[config.mk]
export PLATFORM = sky130hd
export DESIGN_NAME = short_io_slave
export DESIGN_NICKNAME = d
export VERILOG_FILES = /design/src/rtl/sio_pkg.sv /design/src/rtl/sio_match.sv /design/src/rtl/sio_reg_decode.sv /design/src/rtl/sio_handshake.sv /design/src/rtl/short_io_slave.sv
export SDC_FILE = /design/constraint.sdc
export NUM_CORES = 1
export LEC_CHECK = 0
export ABC_CLOCK_PERIOD_IN_PS = 5840
export BUFFER_PORTS_ARGS = -buffer_cell sky130_fd_sc_hd__buf_2
export CORE_ASPECT_RATIO = 1.1
export CORE_MARGIN = 5
export CORE_UTILIZATION = 28
export CTS_BUF_LIST = sky130_fd_sc_hd__clkbuf_16
export CTS_CLUSTER_SIZE = 12
export DETAILED_ROUTE_END_ITERATION = 8
export GPL_ROUTABILITY_DRIVEN = 0
export PLACE_DENSITY = 0.68
export SLEW_MARGIN = 20
export SYNTH_ARGS = -nofsm -noshare
export SYNTH_HDL_FRONTEND = slang
export SYNTH_HIERARCHICAL = 1
export SYNTH_SLANG_ARGS = --single-unit
[constraint.sdc]
create_clock -name clk -period 5.84 [get_ports clk]
set_input_delay 1.168 -clock clk [delete_from_list [all_inputs] [get_ports clk]]
set_output_delay 1.168 -clock clk [all_outputs]
set_load 0.02 [all_outputs]
[src/rtl/sio_pkg.sv]
package sio_pkg;

    typedef enum logic [0:0] {
        HS_IDLE = 1'b0,
        HS_ACK  = 1'b1
    } hs_state_e;

    typedef struct packed {
        logic hi;
        logic lo;
    } lanes_t;

    // Privilege policy: the supervisory code is always taken; the user
    // code only when the strap does not restrict access.
    function automatic logic am_accept(
        input logic [5:0] code,
        input logic       sup_only,
        input logic [5:0] sup_code,
        input logic [5:0] usr_code
    );
        return (code == sup_code) || (!sup_only && (code == usr_code));
    endfunction

endpackage

[src/rtl/sio_match.sv]
module sio_match #(
    parameter int          BASE_W = 6,
    parameter logic [5:0]  AM_SUP = 6'h2D,
    parameter logic [5:0]  AM_USR = 6'h29
) (
    input  logic [BASE_W-1:0] addr_hi,
    input  logic [BASE_W-1:0] base_strap,
    input  logic [5:0]        am,
    input  logic              priv_strap,
    input  logic              lword_n,
    output logic              hit
);
    import sio_pkg::*;

    logic base_ok;
    logic code_ok;

    always_comb begin
        base_ok = (addr_hi == base_strap);
        code_ok = am_accept(am, priv_strap, AM_SUP, AM_USR);
        hit     = base_ok && code_ok && lword_n;
    end

endmodule

[src/rtl/sio_reg_decode.sv]
module sio_reg_decode #(
    parameter int WIN_W   = 10,
    parameter int NUM_CH  = 4,
    parameter int REG_OFF = 'h88
) (
    input  logic [WIN_W-2:0]  word_off,
    output logic [NUM_CH-1:0] ch_hit,
    output logic              reg_hit
);
    localparam int OW       = WIN_W - 1;
    localparam int FIRST_WD = REG_OFF / 2;

    for (genvar i = 0; i < NUM_CH; i++) begin : g_ch
        localparam int WORD_IDX = FIRST_WD + i;
        assign ch_hit[i] = (word_off == OW'(WORD_IDX));
    end

    assign reg_hit = |ch_hit;

endmodule

[src/rtl/sio_handshake.sv]
module sio_handshake #(
    parameter int NUM_CH = 4,
    parameter int DATA_W = 16
) (
    input  logic              clk,
    input  logic              rst_n,
    input  logic              as_n,
    input  logic              ds0_n,
    input  logic              ds1_n,
    input  logic              write_n,
    input  logic              hit,
    input  logic              reg_hit,
    input  logic [NUM_CH-1:0] ch_hit,
    input  logic [DATA_W-1:0] data_in,
    output logic              dtack_n,
    output logic [NUM_CH-1:0] ch_sel,
    output logic              lane_hi,
    output logic              lane_lo,
    output logic [DATA_W-1:0] wr_data
);
    import sio_pkg::*;

    typedef struct packed {
        hs_state_e         state;
        logic [NUM_CH-1:0] ch;
        lanes_t            lanes;
        logic [DATA_W-1:0] data;
    } hs_t;

    hs_t hs_d;
    hs_t hs_q;

    logic any_ds;
    logic no_ds;

    always_comb begin
        any_ds         = !ds0_n || !ds1_n;
        no_ds          = ds0_n && ds1_n;
        hs_d           = hs_q;
        hs_d.ch        = '0;
        hs_d.lanes     = '0;
        case (hs_q.state)
            HS_IDLE: begin
                if (!as_n && any_ds && hit) begin
                    hs_d.state = HS_ACK;
                    if (!write_n && reg_hit) begin
                        hs_d.ch       = ch_hit;
                        hs_d.lanes.hi = !ds1_n;
                        hs_d.lanes.lo = !ds0_n;
                        hs_d.data     = data_in;
                    end
                end
            end
            HS_ACK: begin
                if (no_ds) begin
                    hs_d.state = HS_IDLE;
                end
            end
            default: hs_d.state = HS_IDLE;
        endcase
    end

    always_ff @(posedge clk) begin
        if (!rst_n) begin
            hs_q <= '{state: HS_IDLE, ch: '0, lanes: '0, data: '0};
        end else begin
            hs_q <= hs_d;
        end
    end

    assign dtack_n = (hs_q.state != HS_ACK);
    assign ch_sel  = hs_q.ch;
    assign lane_hi = hs_q.lanes.hi;
    assign lane_lo = hs_q.lanes.lo;
    assign wr_data = hs_q.data;

endmodule

[src/rtl/short_io_slave.sv]
module short_io_slave #(
    parameter int         ADDR_W  = 16,
    parameter int         WIN_W   = 10,
    parameter int         NUM_CH  = 4,
    parameter int         DATA_W  = 16,
    parameter int         REG_OFF = 'h88,
    parameter logic [5:0] AM_SUP  = 6'h2D,
    parameter logic [5:0] AM_USR  = 6'h29
) (
    input  logic                    clk,
    input  logic                    rst_n,
    input  logic [ADDR_W-1:1]       addr,
    input  logic [5:0]              am,
    input  logic                    as_n,
    input  logic                    ds0_n,
    input  logic                    ds1_n,
    input  logic                    write_n,
    input  logic                    lword_n,
    input  logic [DATA_W-1:0]       data_in,
    input  logic [ADDR_W-WIN_W-1:0] base_strap,
    input  logic                    priv_strap,
    output logic                    dtack_n,
    output logic [NUM_CH-1:0]       ch_sel,
    output logic                    lane_hi,
    output logic                    lane_lo,
    output logic [DATA_W-1:0]       wr_data
);
    localparam int BASE_W = ADDR_W - WIN_W;

    logic              hit;
    logic              reg_hit;
    logic [NUM_CH-1:0] ch_hit;

    sio_match #(
        .BASE_W (BASE_W),
        .AM_SUP (AM_SUP),
        .AM_USR (AM_USR)
    ) u_match (
        .addr_hi    (addr[ADDR_W-1:WIN_W]),
        .base_strap (base_strap),
        .am         (am),
        .priv_strap (priv_strap),
        .lword_n    (lword_n),
        .hit        (hit)
    );

    sio_reg_decode #(
        .WIN_W   (WIN_W),
        .NUM_CH  (NUM_CH),
        .REG_OFF (REG_OFF)
    ) u_dec (
        .word_off (addr[WIN_W-1:1]),
        .ch_hit   (ch_hit),
        .reg_hit  (reg_hit)
    );

    sio_handshake #(
        .NUM_CH (NUM_CH),
        .DATA_W (DATA_W)
    ) u_hs (
        .clk     (clk),
        .rst_n   (rst_n),
        .as_n    (as_n),
        .ds0_n   (ds0_n),
        .ds1_n   (ds1_n),
        .write_n (write_n),
        .hit     (hit),
        .reg_hit (reg_hit),
        .ch_hit  (ch_hit),
        .data_in (data_in),
        .dtack_n (dtack_n),
        .ch_sel  (ch_sel),
        .lane_hi (lane_hi),
        .lane_lo (lane_lo),
        .wr_data (wr_data)
    );

endmodule

; Word-level counts from Yosys, hierarchy flattened
; Cells that the tools add are included.
[totals]
ff_bits = 23
[op_classes]
n_eq_ne = 7
n_mux = 4
bitwise = 4
reduce_logical = 17
[ops]
columns = op, count
row1 = $eq A9 B7 Y1 const B, 4
row2 = $mux W23, 1
row3 = $mux W22, 1
row4 = $eq A6 B6 Y1 const B, 2
row5 = $reduce_or A4 Y1, 2
row6 = $logic_and A1 B1 Y1, 7
row7 = $eq A6 B6 Y1, 1
row8 = $logic_not A1 Y1, 5
row9 = $not A1 Y1, 4
row10 = $reduce_and A3 Y1, 1
row11 = $logic_or A1 B1 Y1, 2
row12 = $pmux W1 S2, 1
row13 = $mux W1, 1

; Longest topological paths before layout
[logic_depth]
ltp_word = 8
mapped_depth = 7
depth_no_buf = 6

; Cells and area by module
; The synthesis kept the hierarchy.
[by_module_without_submodules]
columns = mod, n_inst, cells_per_inst, area_per_inst_um2
row1 = sio_handshake, 1, 109, 1021.0
row2 = sio_match, 1, 11, 96.3
row3 = sio_reg_decode, 1, 9, 66.3

; Worst setup path after synthesis
; No wires, ideal clock.
[synth_path]
path_type = input to register
start = input port addr[6] (netlist name)
end = register u_hs.hs_q, in the netlist u_hs/wr_data[10]
setup_ps = 72
arrival_time_ps = 2771
setup_slack_ps = 2998
stages = 6
n_path_buf = 1
cell_sequence = or4b_4 nor2_1 or3b_4 a211oi_4 buf_6 mux2i_1
[synth_between]
elab_chain_len = 4
word_cells_on_any_way = 7
[synth_lines]
columns = element, line_no
row1 = "start, declared", short_io_slave.sv:12  ; input logic [ADDR_W-1:1] addr,
row2 = $eq A9 B7 Y1, sio_reg_decode.sv:15  ; assign ch_hit[i] = (word_off == OW'(WORD_IDX));
row3 = $reduce_or A4 Y1 (*), sio_reg_decode.sv:18  ; assign reg_hit = |ch_hit;
row4 = net reg_hit, short_io_slave.sv:31  ; logic reg_hit;
row5 = $logic_and A1 B1 Y1 (*), sio_handshake.sv:46  ; if (!write_n && reg_hit) begin
row6 = $reduce_and A3 Y1 (no line) (*), --
row7 = "end signal, assigned", sio_handshake.sv:65  ; hs_q <= '{state: HS_IDLE, ch: '0, lanes: '0, data: '0};
row8 = "end signal, assigned", sio_handshake.sv:67  ; hs_q <= hs_d;
row9 = "end, declared", sio_handshake.sv:31  ; hs_t hs_q;
; The timed path passes the listed nets; every way through them passes the cells marked *.
; A chain may end at the register's enable or synchronous reset.

; Worst setup path in the final report
[layout_path]
start = input port addr[6] (netlist name)
end = register u_hs.hs_q, in the netlist u_hs/wr_data[12]
; Same word-level chain as after synthesis.

==> impl_metrics.json <==
{
  "syn_area_per_cell_um2": 9.18,
  "end_kind": "flop",
  "track_usage_pct": 8.98,
  "dp_hpwl_um": 2150,
  "wl_per_cell_um": 11.2,
  "crit_required_ns": 6.02,
  "syn_to_final_growth_pct": 28.5,
  "syn_area_um2": 1180,
  "post_cts_buffers": 0,
  "ys_types": 25,
  "async_flop_share_pct": 0,
  "vias": 1007,
  "start_util_pct": 29.4,
  "std_cell_rows": 24,
  "p_sw_mw": 0.0680,
  "worstSetupPathType": "in -> reg",
  "finalSetupViolCount": 0,
  "reg2regPathDepth": 4,
  "fmax_mhz": 313,
  "max_stage_delay_ns": 0.59,
  "dr.pass1.iters": 4,
  "clkTransAtPathRegs_ns": 0.06,
  "synthTopCellsByArea": "dfxtp_1 39%, mux2i_1 14%, buf_4 13%",
  "fin_ws_ns": 2.65,
  "grt_start_max_net_pins": 38,
  "core_area_um2": 4020,
  "drive_gt1_share_pct": 46.4,
  "finalHoldViolCount": 0,
  "clockBufferDepth": 2,
  "relSlewSlack_pct": 52.1,
  "r2r-start": "u_hs/hs_q[22]$_SDFF_PN0_",
  "nets": 233,
  "synth.top_cells.by_count": "33 x nand2_1, 23 x dfxtp_1, 20 x buf_4, 16 x mux2i_1",
  "p_leak_nw": 0.712,
  "finalCritPeriodShare_pct": 54.7,
  "r2r_slack_ns": 4.02,
  "finalCriticalPeriod_ns": 3.19,
  "crit_arrival_ns": 3.38,
  "grt-ovfl-total": 0,
  "synth.top_cell.area_share_pct": 38.9,
  "fin_skew_ns": 0.00187,
  "synth_area_leader_cell": "dfxtp_1",
  "drc": 0,
  "drv_cap": 0,
  "cts_tree": "done",
  "irDropWorstVdd_v": 0.0000947,
  "io_pins": 74,
  "ant_nets": 0,
  "rr_endpoint": "u_hs/wr_data[12]$_SDFFE_PN0P_",
  "p_int_mw": 0.266,
  "die_area_um2": 5630,
  "hold_path.class": "reg -> reg",
  "power.density_nw_per_um2": 219,
  "root_buffer": "clkbuf_16",
  "syn_inst": 129,
  "syn_nets": 180,
  "synth_warnings": 6,
  "crit_chain": "buf_2 -> or4b_4 -> nor2_1 -> or3b_4 -> a211oi_4 -> buf_8 -> mux2i_1",
  "ys.flop_type": "dfxtp_1",
  "grt_pass1_wl_um": 4080,
  "whs_endpoint": "u_hs/wr_data[14]$_SDFFE_PN0P_",
  "start_kind": "input port",
  "finalMaxSlewViolations": 0,
  "vias_per_cell": 4.32,
  "ys_seq_elements": 23,
  "totalWireLength_um": 2620,
  "swShare_pct": 20.4,
  "grt_pass1_vias": 941,
  "tightest_slew_ns": 0.716,
  "pwr-share-clk_pct": 43.9,
  "cts_resized": 0,
  "power_frac_seq_pct": 47.0,
  "drt_iter0_drc": 21,
  "fill_cells": 437,
  "outcome": "completed",
  "die_h_um": 78.2,
  "ctsHoldBuffers": 0,
  "holdPathStages": 2,
  "rsz0062_at_grt": "no",
  "cts_buffers": 3,
  "slowest_stage": "a211oi_4",
  "antenna_found_initial": 0,
  "synth_edf_count": 0,
  "cts.htree.levels": 1,
  "min-delay-start": "u_hs/wr_data[14]$_SDFFE_PN0P_",
  "p_comb_share_pct": 9.2,
  "synth.yosys.seq_area_share_pct": 38.9,
  "clk_latency_ns": 0.25,
  "io_buffers": 73,
  "n_antenna_cell": 0,
  "fin_tns_setup_ns": 0,
  "crit_fanout": 12,
  "clock-sinks": 23,
  "die_w_um": 72.0,
  "place_worst_setup_slack_ns": 2.38,
  "synth.most_common_cell": "nand2_1"
}
-- cell type report --
class | count | area, µm² | area share, %
inverter | 3 | 11.3 | 0.740
tap | 52 | 65.1 | 4.28
clock buffer | 3 | 75.1 | 4.93
clock inverter | 1 | 5.00 | 0.329
sequential | 23 | 460 | 30.3
timing repair buffer | 74 | 380 | 25.0
multi-input combinational | 77 | 524 | 34.5
-- layout by cell type (no fill, tap or decap), types with 2 or more instances in the layout --
| master | synthesis | final |
|---|---|---|
| dfxtp_1 | 23 | 23 |
| mux2i_1 | 16 | 16 |
| nand2_1 | 33 | 33 |
| xnor2_1 | 4 | 4 |
| nor4_1 | 4 | 4 |
| clkbuf_16 | 0 | 3 |
| buf_2 | 0 | 73 |
| inv_1 | 3 | 3 |
| and3_1 | 4 | 4 |
| xor2_1 | 2 | 2 |
-- metal layers --
metal,global-route usage (%),vias to the layer above,wire [µm]
li1,-,511,-
met3,3.58,2,358
met1,10.2,441,1040
met2,15.3,53,1210
met4,2.82,0,11
met5,0,-,0
-- cells by family after synthesis --
kind of cell           after synthesis  synth area share [%]
multiplexers                        16                  13.5
AO/OA/AOI/OAI                        2                  2.43
XOR/XNOR                             6                  4.44
flip-flops                          23                  38.9
buffers and inverters               29                  16.8
AND/OR/NAND/NOR                     53                  23.9
-- state kept, by name, summed over array words and instances, names as in the netlist --
| name | flops |
|---|---|
| u_hs/wr_data | 16 |
| u_hs/ch_sel | 4 |
| u_hs/hs_q | 1 |
| u_hs/lane_hi | 1 |
| u_hs/lane_lo | 1 |
-- power groups by stage --
stage / clock network, mW / registers, mW / logic (mW)
after floorplan: 0 / 0.160 / 0.0121
after global placement: 0 / 0.160 / 0.0307
after detailed placement: 0 / 0.160 / 0.0312
after CTS: 0.155 / 0.157 / 0.0312
after global routing: 0.160 / 0.157 / 0.0346
final: 0.146 / 0.157 / 0.0306
-- critical path: cells and delay by family --
| kind | cells | cell delay, ns |
|---|---|---|
| simple gates | 3 | 1.09 |
| buf+inv | 2 | 0.33 |
| mux | 1 | 0.19 |
| compound gates | 1 | 0.59 |
-- per-stage QoR --
stage               hold WS (ns)  utilization (%)  std cells  instance area [µm²]  total power, mW
floorplan                  0.435                -        129                 1180            0.172
global placement           0.438             35.4        228                 1430            0.191
detailed placement         0.449             35.8        229                 1440            0.192
CTS                        0.459             37.8        233                 1520            0.343
global route               0.480             37.8        233                 1520            0.351
finish                     0.455             37.8        233                 1520            0.334
-- worst max-delay path by stage --
stage	from	end	depth (start not counted)
finish	addr[6]	u_hs/wr_data[12]$_SDFFE_PN0P_	7
global route	addr[6]	u_hs/wr_data[7]$_SDFFE_PN0P_	7
CTS	addr[6]	u_hs/wr_data[12]$_SDFFE_PN0P_	7
detailed placement	addr[6]	u_hs/wr_data[10]$_SDFFE_PN0P_	7
floorplan	addr[6]	u_hs/wr_data[10]$_SDFFE_PN0P_	6
global placement	addr[6]	u_hs/wr_data[5]$_SDFFE_PN0P_	6
No activity file was read; power rests on OpenSTA's default activity.
